File: src/rtl/csw_pkg.sv
package csw_pkg;

    typedef enum logic [2:0] {
        CT_NONE  = 3'd0,
        CT_SRAM  = 3'd1,
        CT_DRAM  = 3'd2,
        CT_PROM  = 3'd3,
        CT_EXTIO = 3'd4,
        CT_INTIO = 3'd5
    } cyc_t;

    typedef enum logic [2:0] {
        ST_IDLE = 3'd0,
        ST_ADDR = 3'd1,
        ST_WAIT = 3'd2,
        ST_DATA = 3'd3,
        ST_DONE = 3'd4
    } st_t;

endpackage

File: src/rtl/csw_cfg.sv
module csw_cfg #(
    parameter int NUM_BLK = 4,
    parameter int WAIT_W  = 2
) (
    input  logic                      clk,
    input  logic                      rst_n,
    input  logic                      we_i,
    input  logic [NUM_BLK*WAIT_W-1:0] wait_i,
    input  logic                      dram_i,
    input  logic                      prom_i,
    output logic [NUM_BLK*WAIT_W-1:0] wait_o,
    output logic                      dram_o,
    output logic                      prom_o
);

    genvar b;
    generate
        for (b = 0; b < NUM_BLK; b++) begin : g_blk
            logic [WAIT_W-1:0] wcnt_q;
            always_ff @(posedge clk or negedge rst_n) begin
                if (!rst_n)    wcnt_q <= '1;
                else if (we_i) wcnt_q <= wait_i[b*WAIT_W +: WAIT_W];
            end
            assign wait_o[b*WAIT_W +: WAIT_W] = wcnt_q;
        end
    endgenerate

    always_ff @(posedge clk or negedge rst_n) begin
        if (!rst_n) begin
            dram_o <= 1'b0;
            prom_o <= 1'b0;
        end else if (we_i) begin
            dram_o <= dram_i;
            prom_o <= prom_i;
        end
    end

endmodule

File: src/rtl/csw_decode.sv
module csw_decode
    import csw_pkg::*;
#(
    parameter int ADDR_W  = 32,
    parameter int EXT_W   = 24,
    parameter int INT_W   = 8,
    parameter int NUM_BLK = 4,
    parameter int WAIT_W  = 2
) (
    input  logic [ADDR_W-1:0]         addr_i,
    input  logic                      io_i,
    input  logic [NUM_BLK*WAIT_W-1:0] wait_i,
    input  logic                      dram_en_i,
    input  logic                      prom_en_i,
    output logic [$clog2(NUM_BLK)-1:0] blk_o,
    output cyc_t                      ctype_o,
    output logic [EXT_W-1:0]          xaddr_o,
    output logic [WAIT_W-1:0]         wsel_o
);

    localparam int BLK_W   = $clog2(NUM_BLK);
    localparam int LAST_B  = NUM_BLK - 1;
    localparam int MIR_W   = ADDR_W - BLK_W - EXT_W;

    logic unused_mirror_bits;
    assign unused_mirror_bits = ^addr_i[ADDR_W-BLK_W-1 -: MIR_W];

    assign blk_o = addr_i[ADDR_W-1 -: BLK_W];

    always_comb begin
        if (io_i) begin
            ctype_o = (int'(blk_o) == LAST_B) ? CT_INTIO : CT_EXTIO;
        end else if (int'(blk_o) == 0 && dram_en_i) begin
            ctype_o = CT_DRAM;
        end else if (int'(blk_o) == LAST_B && prom_en_i) begin
            ctype_o = CT_PROM;
        end else begin
            ctype_o = CT_SRAM;
        end
    end

    always_comb begin
        if (ctype_o == CT_INTIO) begin
            xaddr_o = '0;
            xaddr_o[INT_W-1:0] = addr_i[INT_W-1:0];
            wsel_o  = '0;
        end else begin
            xaddr_o = addr_i[EXT_W-1:0];
            wsel_o  = wait_i[blk_o*WAIT_W +: WAIT_W];
        end
    end

endmodule

File: src/rtl/csw_fsm.sv
module csw_fsm
    import csw_pkg::*;
#(
    parameter int EXT_W   = 24,
    parameter int NUM_BLK = 4,
    parameter int WAIT_W  = 2
) (
    input  logic                       clk,
    input  logic                       rst_n,
    input  logic                       req_i,
    input  logic                       ready_i,
    input  logic [$clog2(NUM_BLK)-1:0] blk_i,
    input  cyc_t                       ctype_i,
    input  logic [EXT_W-1:0]           xaddr_i,
    input  logic [WAIT_W-1:0]          wsel_i,
    output logic [NUM_BLK-1:0]         cs_n_o,
    output logic [EXT_W-1:0]           ext_addr_o,
    output logic [2:0]                 cyc_type_o,
    output logic                       done_o
);

    localparam int BLK_W  = $clog2(NUM_BLK);
    localparam int LAST_B = NUM_BLK - 1;

    st_t               state_q, state_d;
    logic [BLK_W-1:0]  blk_q;
    cyc_t              ctype_q;
    logic [EXT_W-1:0]  xaddr_q;
    logic [WAIT_W-1:0] wcnt_q, wcnt_d;

    // Next-state logic
    always_comb begin
        state_d = state_q;
        wcnt_d  = wcnt_q;
        unique case (state_q)
            ST_IDLE: if (req_i) begin
                state_d = ST_ADDR;
                wcnt_d  = wsel_i;
            end
            ST_ADDR: begin
                if (ctype_q == CT_INTIO)  state_d = ST_DONE;
                else if (wcnt_q == '0)    state_d = ST_DATA;
                else                      state_d = ST_WAIT;
            end
            ST_WAIT: begin
                if (wcnt_q == WAIT_W'(1)) state_d = ST_DATA;
                wcnt_d = wcnt_q - WAIT_W'(1);
            end
            ST_DATA: if (ready_i) state_d = ST_DONE;
            ST_DONE: state_d = ST_IDLE;
            default: state_d = ST_IDLE;
        endcase
    end

    // State register and request latch
    always_ff @(posedge clk or negedge rst_n) begin
        if (!rst_n) begin
            state_q <= ST_IDLE;
            wcnt_q  <= '0;
            blk_q   <= '0;
            ctype_q <= CT_NONE;
            xaddr_q <= '0;
        end else begin
            state_q <= state_d;
            wcnt_q  <= wcnt_d;
            if (state_q == ST_IDLE && req_i) begin
                blk_q   <= blk_i;
                ctype_q <= ctype_i;
                xaddr_q <= xaddr_i;
            end
        end
    end

    // Outputs
    always_comb begin
        cs_n_o     = '1;
        ext_addr_o = '0;
        cyc_type_o = CT_NONE;
        done_o     = 1'b0;
        if (state_q != ST_IDLE) begin
            ext_addr_o = xaddr_q;
            cyc_type_o = ctype_q;
            if (ctype_q != CT_INTIO) cs_n_o[blk_q] = 1'b0;
            done_o = (state_q == ST_DONE);
        end
    end

    a_r2_one_cs: assert property (@(posedge clk) disable iff (!rst_n)
        $onehot0(~cs_n_o));

    a_r9_cs_held: assert property (@(posedge clk) disable iff (!rst_n)
        (cs_n_o != '1 && !done_o) |=> (cs_n_o == $past(cs_n_o)));

    a_r9_release: assert property (@(posedge clk) disable iff (!rst_n)
        done_o |=> (cs_n_o == '1 && cyc_type_o == 3'd0));

    a_r7_done_pulse: assert property (@(posedge clk) disable iff (!rst_n)
        done_o |=> !done_o);

    a_r4_dram_blk0: assert property (@(posedge clk) disable iff (!rst_n)
        (cyc_type_o == 3'd2) |-> !cs_n_o[0]);

    a_r4_prom_last: assert property (@(posedge clk) disable iff (!rst_n)
        (cyc_type_o == 3'd3) |-> !cs_n_o[LAST_B]);

    a_r6_int_no_cs: assert property (@(posedge clk) disable iff (!rst_n)
        (cyc_type_o == 3'd5) |-> (cs_n_o == '1));

    a_r8_ready_hold: assert property (@(posedge clk) disable iff (!rst_n)
        (state_q == ST_DATA && !ready_i) |=> (!done_o && cs_n_o == $past(cs_n_o)));

endmodule

File: src/rtl/csw_ctrl.sv
module csw_ctrl
    import csw_pkg::*;
#(
    parameter int ADDR_W  = 32,
    parameter int EXT_W   = 24,
    parameter int INT_W   = 8,
    parameter int NUM_BLK = 4,
    parameter int WAIT_W  = 2
) (
    input  logic                      clk,
    input  logic                      rst_n,
    input  logic                      req_i,
    input  logic [ADDR_W-1:0]         addr_i,
    input  logic                      io_i,
    input  logic                      ready_i,
    input  logic                      cfg_we_i,
    input  logic [NUM_BLK*WAIT_W-1:0] cfg_wait_i,
    input  logic                      cfg_dram_i,
    input  logic                      cfg_prom_i,
    output logic [NUM_BLK-1:0]        cs_n_o,
    output logic [EXT_W-1:0]          ext_addr_o,
    output logic [2:0]                cyc_type_o,
    output logic                      done_o
);

    localparam int BLK_W = $clog2(NUM_BLK);

    logic [NUM_BLK*WAIT_W-1:0] wait_cfg;
    logic                      dram_en, prom_en;
    logic [BLK_W-1:0]          dec_blk;
    cyc_t                      dec_type;
    logic [EXT_W-1:0]          dec_xaddr;
    logic [WAIT_W-1:0]         dec_wait;

    csw_cfg #(.NUM_BLK(NUM_BLK), .WAIT_W(WAIT_W)) cfg_i (
        .clk    (clk),
        .rst_n  (rst_n),
        .we_i   (cfg_we_i),
        .wait_i (cfg_wait_i),
        .dram_i (cfg_dram_i),
        .prom_i (cfg_prom_i),
        .wait_o (wait_cfg),
        .dram_o (dram_en),
        .prom_o (prom_en)
    );

    csw_decode #(.ADDR_W(ADDR_W), .EXT_W(EXT_W), .INT_W(INT_W),
                 .NUM_BLK(NUM_BLK), .WAIT_W(WAIT_W)) dec_i (
        .addr_i    (addr_i),
        .io_i      (io_i),
        .wait_i    (wait_cfg),
        .dram_en_i (dram_en),
        .prom_en_i (prom_en),
        .blk_o     (dec_blk),
        .ctype_o   (dec_type),
        .xaddr_o   (dec_xaddr),
        .wsel_o    (dec_wait)
    );

    csw_fsm #(.EXT_W(EXT_W), .NUM_BLK(NUM_BLK), .WAIT_W(WAIT_W)) fsm_i (
        .clk        (clk),
        .rst_n      (rst_n),
        .req_i      (req_i),
        .ready_i    (ready_i),
        .blk_i      (dec_blk),
        .ctype_i    (dec_type),
        .xaddr_i    (dec_xaddr),
        .wsel_i     (dec_wait),
        .cs_n_o     (cs_n_o),
        .ext_addr_o (ext_addr_o),
        .cyc_type_o (cyc_type_o),
        .done_o     (done_o)
    );

endmodule

File: config.mk
export PLATFORM = sky130hd
export DESIGN_NAME = csw_ctrl
export DESIGN_NICKNAME = d
export VERILOG_FILES = /design/src/rtl/csw_pkg.sv /design/src/rtl/csw_cfg.sv /design/src/rtl/csw_decode.sv /design/src/rtl/csw_fsm.sv /design/src/rtl/csw_ctrl.sv
export SDC_FILE = /design/constraint.sdc
export NUM_CORES = 1
export LEC_CHECK = 0
export BUFFER_PORTS_ARGS = -buffer_cell sky130_fd_sc_hd__buf_4
export CORE_MARGIN = 2
export CORE_UTILIZATION = 45
export CTS_CLUSTER_DIAMETER = 40
export DETAILED_ROUTE_END_ITERATION = 8
export PLACE_DENSITY = 0.74
export SKIP_LAST_GASP = 1
export SLEW_MARGIN = 20
export SYNTH_ARGS = -nofsm -noshare
export SYNTH_HDL_FRONTEND = slang
export SYNTH_SLANG_ARGS = --single-unit
File: constraint.sdc
create_clock -name clk -period 3.2 [get_ports clk]
set_clock_uncertainty 0.05 [all_clocks]
set_input_delay 0 -clock clk [delete_from_list [all_inputs] [get_ports clk]]
set_output_delay 0 -clock clk [all_outputs]
set_load 0.01 [all_outputs]
==> qor.txt <==
syn_nets -> 213
P_leak -> 1.47 nW
initial antenna violation count -> 0
Worst Tran Pin Value -> 795 ps
Power Density -> 820 mW/mm^2
Synth Area per Inst -> 12.7 um^2
# placed instances -> 279
site row count -> 24
most common cell after layout, fill and taps aside -> buf_4
# Max-Cap Violations -> 0
slowest stage delay, CP -> 690 ps
largest net degree at the start of global routing -> 45
RR Endpoint -> fsm_i.xaddr_q[12]
Final setup viols -> 0
clock tree buffer depth -> 2
worst setup path class -> flip-flop to primary output
Peak VDD IR -> 0.356 mV
Design Area, Final -> 0.00315 mm^2
number of synthesized register bits -> 44
crit path from -> fsm_i.state_q[1]
Ys Warns -> 0
Yosys cell types -> 36
post-cts sizing count -> 0
routability cong. -> 0.731
unrepaired setup endpoints after global routing -> no
routed wire length per instance -> 15.8 um
setup TNS -> 0 ps
Mapped Area -> 0.00208 mm^2
most frequent cells in the layout -> buf_4, dlygate4sd3_1, dfrtp_1, and2_1, mux2_2
Seq/Total Area, Yosys -> 53.5%
area grow syn2layout -> 51.6%
hold buffer count at CTS -> 43
critical path required time -> 3150 ps
Placement Setup Slack -> 1310 ps
Pins Over Slew Limit -> 0
vias in the first global route -> 1,681
HPWL Detailed -> 3070 um
first-pass GRT wire length -> 8180 um
Mapped Cells -> 163
Die Y -> 71.9 um
ANT cells -> 0
I/O pins -> 80
CTS tree -> built
Slew headroom -> 47.0%
share of layout cells above drive strength 1 -> 41.4%
area of the core -> 0.00438 mm^2
Critical Path Most Common Cell -> or3_1
fin crit period -> 2120 ps
WL final -> 5220 um
CP cell instances -> or3_1 -> nand2_1 -> or3_1 -> buf_4
htree depth -> 2
first-pass iteration count of the detailed router -> 4
GRT Total Usage -> 21.0%
crit start category -> flip-flop
WHS Endpoint -> cfg_i.g_blk[1].wcnt_q[0]
Die W -> 71.9 um
antenna-violating nets left -> 0
clock sink count -> 44
crit path DAT -> 2070 ps
FF-to-FF path depth -> 4
worst-path fanout max -> 31
Worst-Skew Late Latency -> 300 ps
hold depth -> 2
IO buf count -> 73
Initial Util -> 47.3%
Reg clk slew, reported paths -> 80 ps
Hold Fails Final Rpt -> 0
postcts setup bufs -> 0
startpoint of the worst hold path -> cfg_we_i
non-filler cells, final -> 330
placed inst area -> 0.00262 mm^2
DR vias -> 1,679
initial drt markers -> 114
period utilization -> 66.3%
status -> finished clean
gr ovfl total -> 0
Nets -> 327
Util after Layout -> 71.8%
Worst R2R Start -> fsm_i.state_q[1]
post-route setup slack -> 1080 ps
FMAX -> 0.471 GHz
worst reg2reg setup slack -> 1300 ps
post-DR vias/cell -> 5.09
Setup crit end kind -> primary output
total CTS buffers -> 5
drt drc -> 0
Critical-path top delay cell -> or3_1
Root Buffer -> clkbuf_8
die area -> 0.00517 mm^2
Hold Crit Class -> primary input to flip-flop
[state kept, by name (all words and copies together) (netlist names)]
name and count:
fsm_i.state_q 3, cfg_i.dram_o 1, fsm_i.ctype_q 3, fsm_i.xaddr_q 24, fsm_i.blk_q 2, fsm_i.wcnt_q 2, cfg_i.g_blk.wcnt_q 8, cfg_i.prom_o 1
[worst max path at each step]
stage,to,cells after the start
final,cs_n_o[0],4
after floorplan,fsm_i.xaddr_q[1],3
after CTS,cs_n_o[0],4
after detailed placement,fsm_i.xaddr_q[16],4
after global placement,fsm_i.xaddr_q[16],4
after global routing,cs_n_o[0],4
[cell families after synthesis]
kind of cell / Yosys count / synth area share (%)
AOI/OAI and AO/OA: 28 / 11.3
adders and majority gates: 2 / 1.21
buffers and inverters: 14 / 4.22
DFF: 44 / 53.5
muxes: 23 / 13.5
and+or+nand+nor: 52 / 16.3
[metal layers]
metal  part of all wire, %  global-route usage, %
met1                    41                   24.9
met2                    52                   36.9
met3                   4.7                   5.00
met4                   2.5                   8.39
met5                     0                      0
[final cells by class]
class / instances / area, um^2
clock buffers: 6 / 82.6
repair buffers: 117 / 986
multi-input cells: 105 / 877
flip-flops and latches: 44 / 1110
well taps: 52 / 65.1
clock inverters: 2 / 10.0
inverters: 4 / 15.0
fillers: 318 / 1240
[critical path, delay by kind of cell, from the launching register on]
family	cells	cell delay, ps
simple gates	3	1110
flops	1	510
buf+inv	1	150
[synth_stat cells]
cell       number  area (um^2)
nor2_1          1         3.75
dfstp_2         8          210
o31ai_2         1         12.5
mux2_2         20          225
nand3_1         2         10.0
a21oi_1         1         5.00
dfrtp_1        36          901
buf_2           1         5.00
a211o_1         1         8.76
a21boi_0        1         7.51
nand2_1         6         22.5
ha_1            2         25.0
and3_1          1         6.26
mux2i_1         1         10.0
a2111oi_0       1         8.76
nor3b_1         2         15.0
buf_4           1         7.51
a31oi_1         2         12.5
and2_1         29          181
inv_1           4         15.0
buf_6           4         45.0
nor4b_4         1         23.8
a22oi_1         1         7.51
a21o_1          1         7.51
a311oi_1        1         8.76
clkbuf_1        4         15.0
nor3_1          1         5.00
or4b_4          1         13.8
nor2b_1         2         12.5
nand4_1         1         6.26
or3_1           2         12.5
a211oi_1        2         15.0
mux4_2          2         45.0
nand3b_1        1         7.51
nand4b_1        2         17.5
a22o_1         16          140
[through the flow]
step / total power [mW] / hold WS [ps]
after global placement: 2.15 / -21.8
final: 2.58 / 9.58
after CTS: 2.58 / 0.455
after detailed placement: 2.18 / -22.1
after floorplan: 1.68 / -346
after global routing: 2.76 / 7.81
[power by group]
| part | internal, mW | leakage [nW] | switching, mW | total (mW) |
|---|---|---|---|---|
| clock | 0.172 | 0.0510 | 0.184 | 0.356 |
| combinational | 0.715 | 0.897 | 0.573 | 1.29 |
| sequential | 0.785 | 0.526 | 0.151 | 0.936 |
| total | 1.67 | 1.47 | 0.908 | 2.58 |
Note: power is estimated with default switching activity, not from simulation.
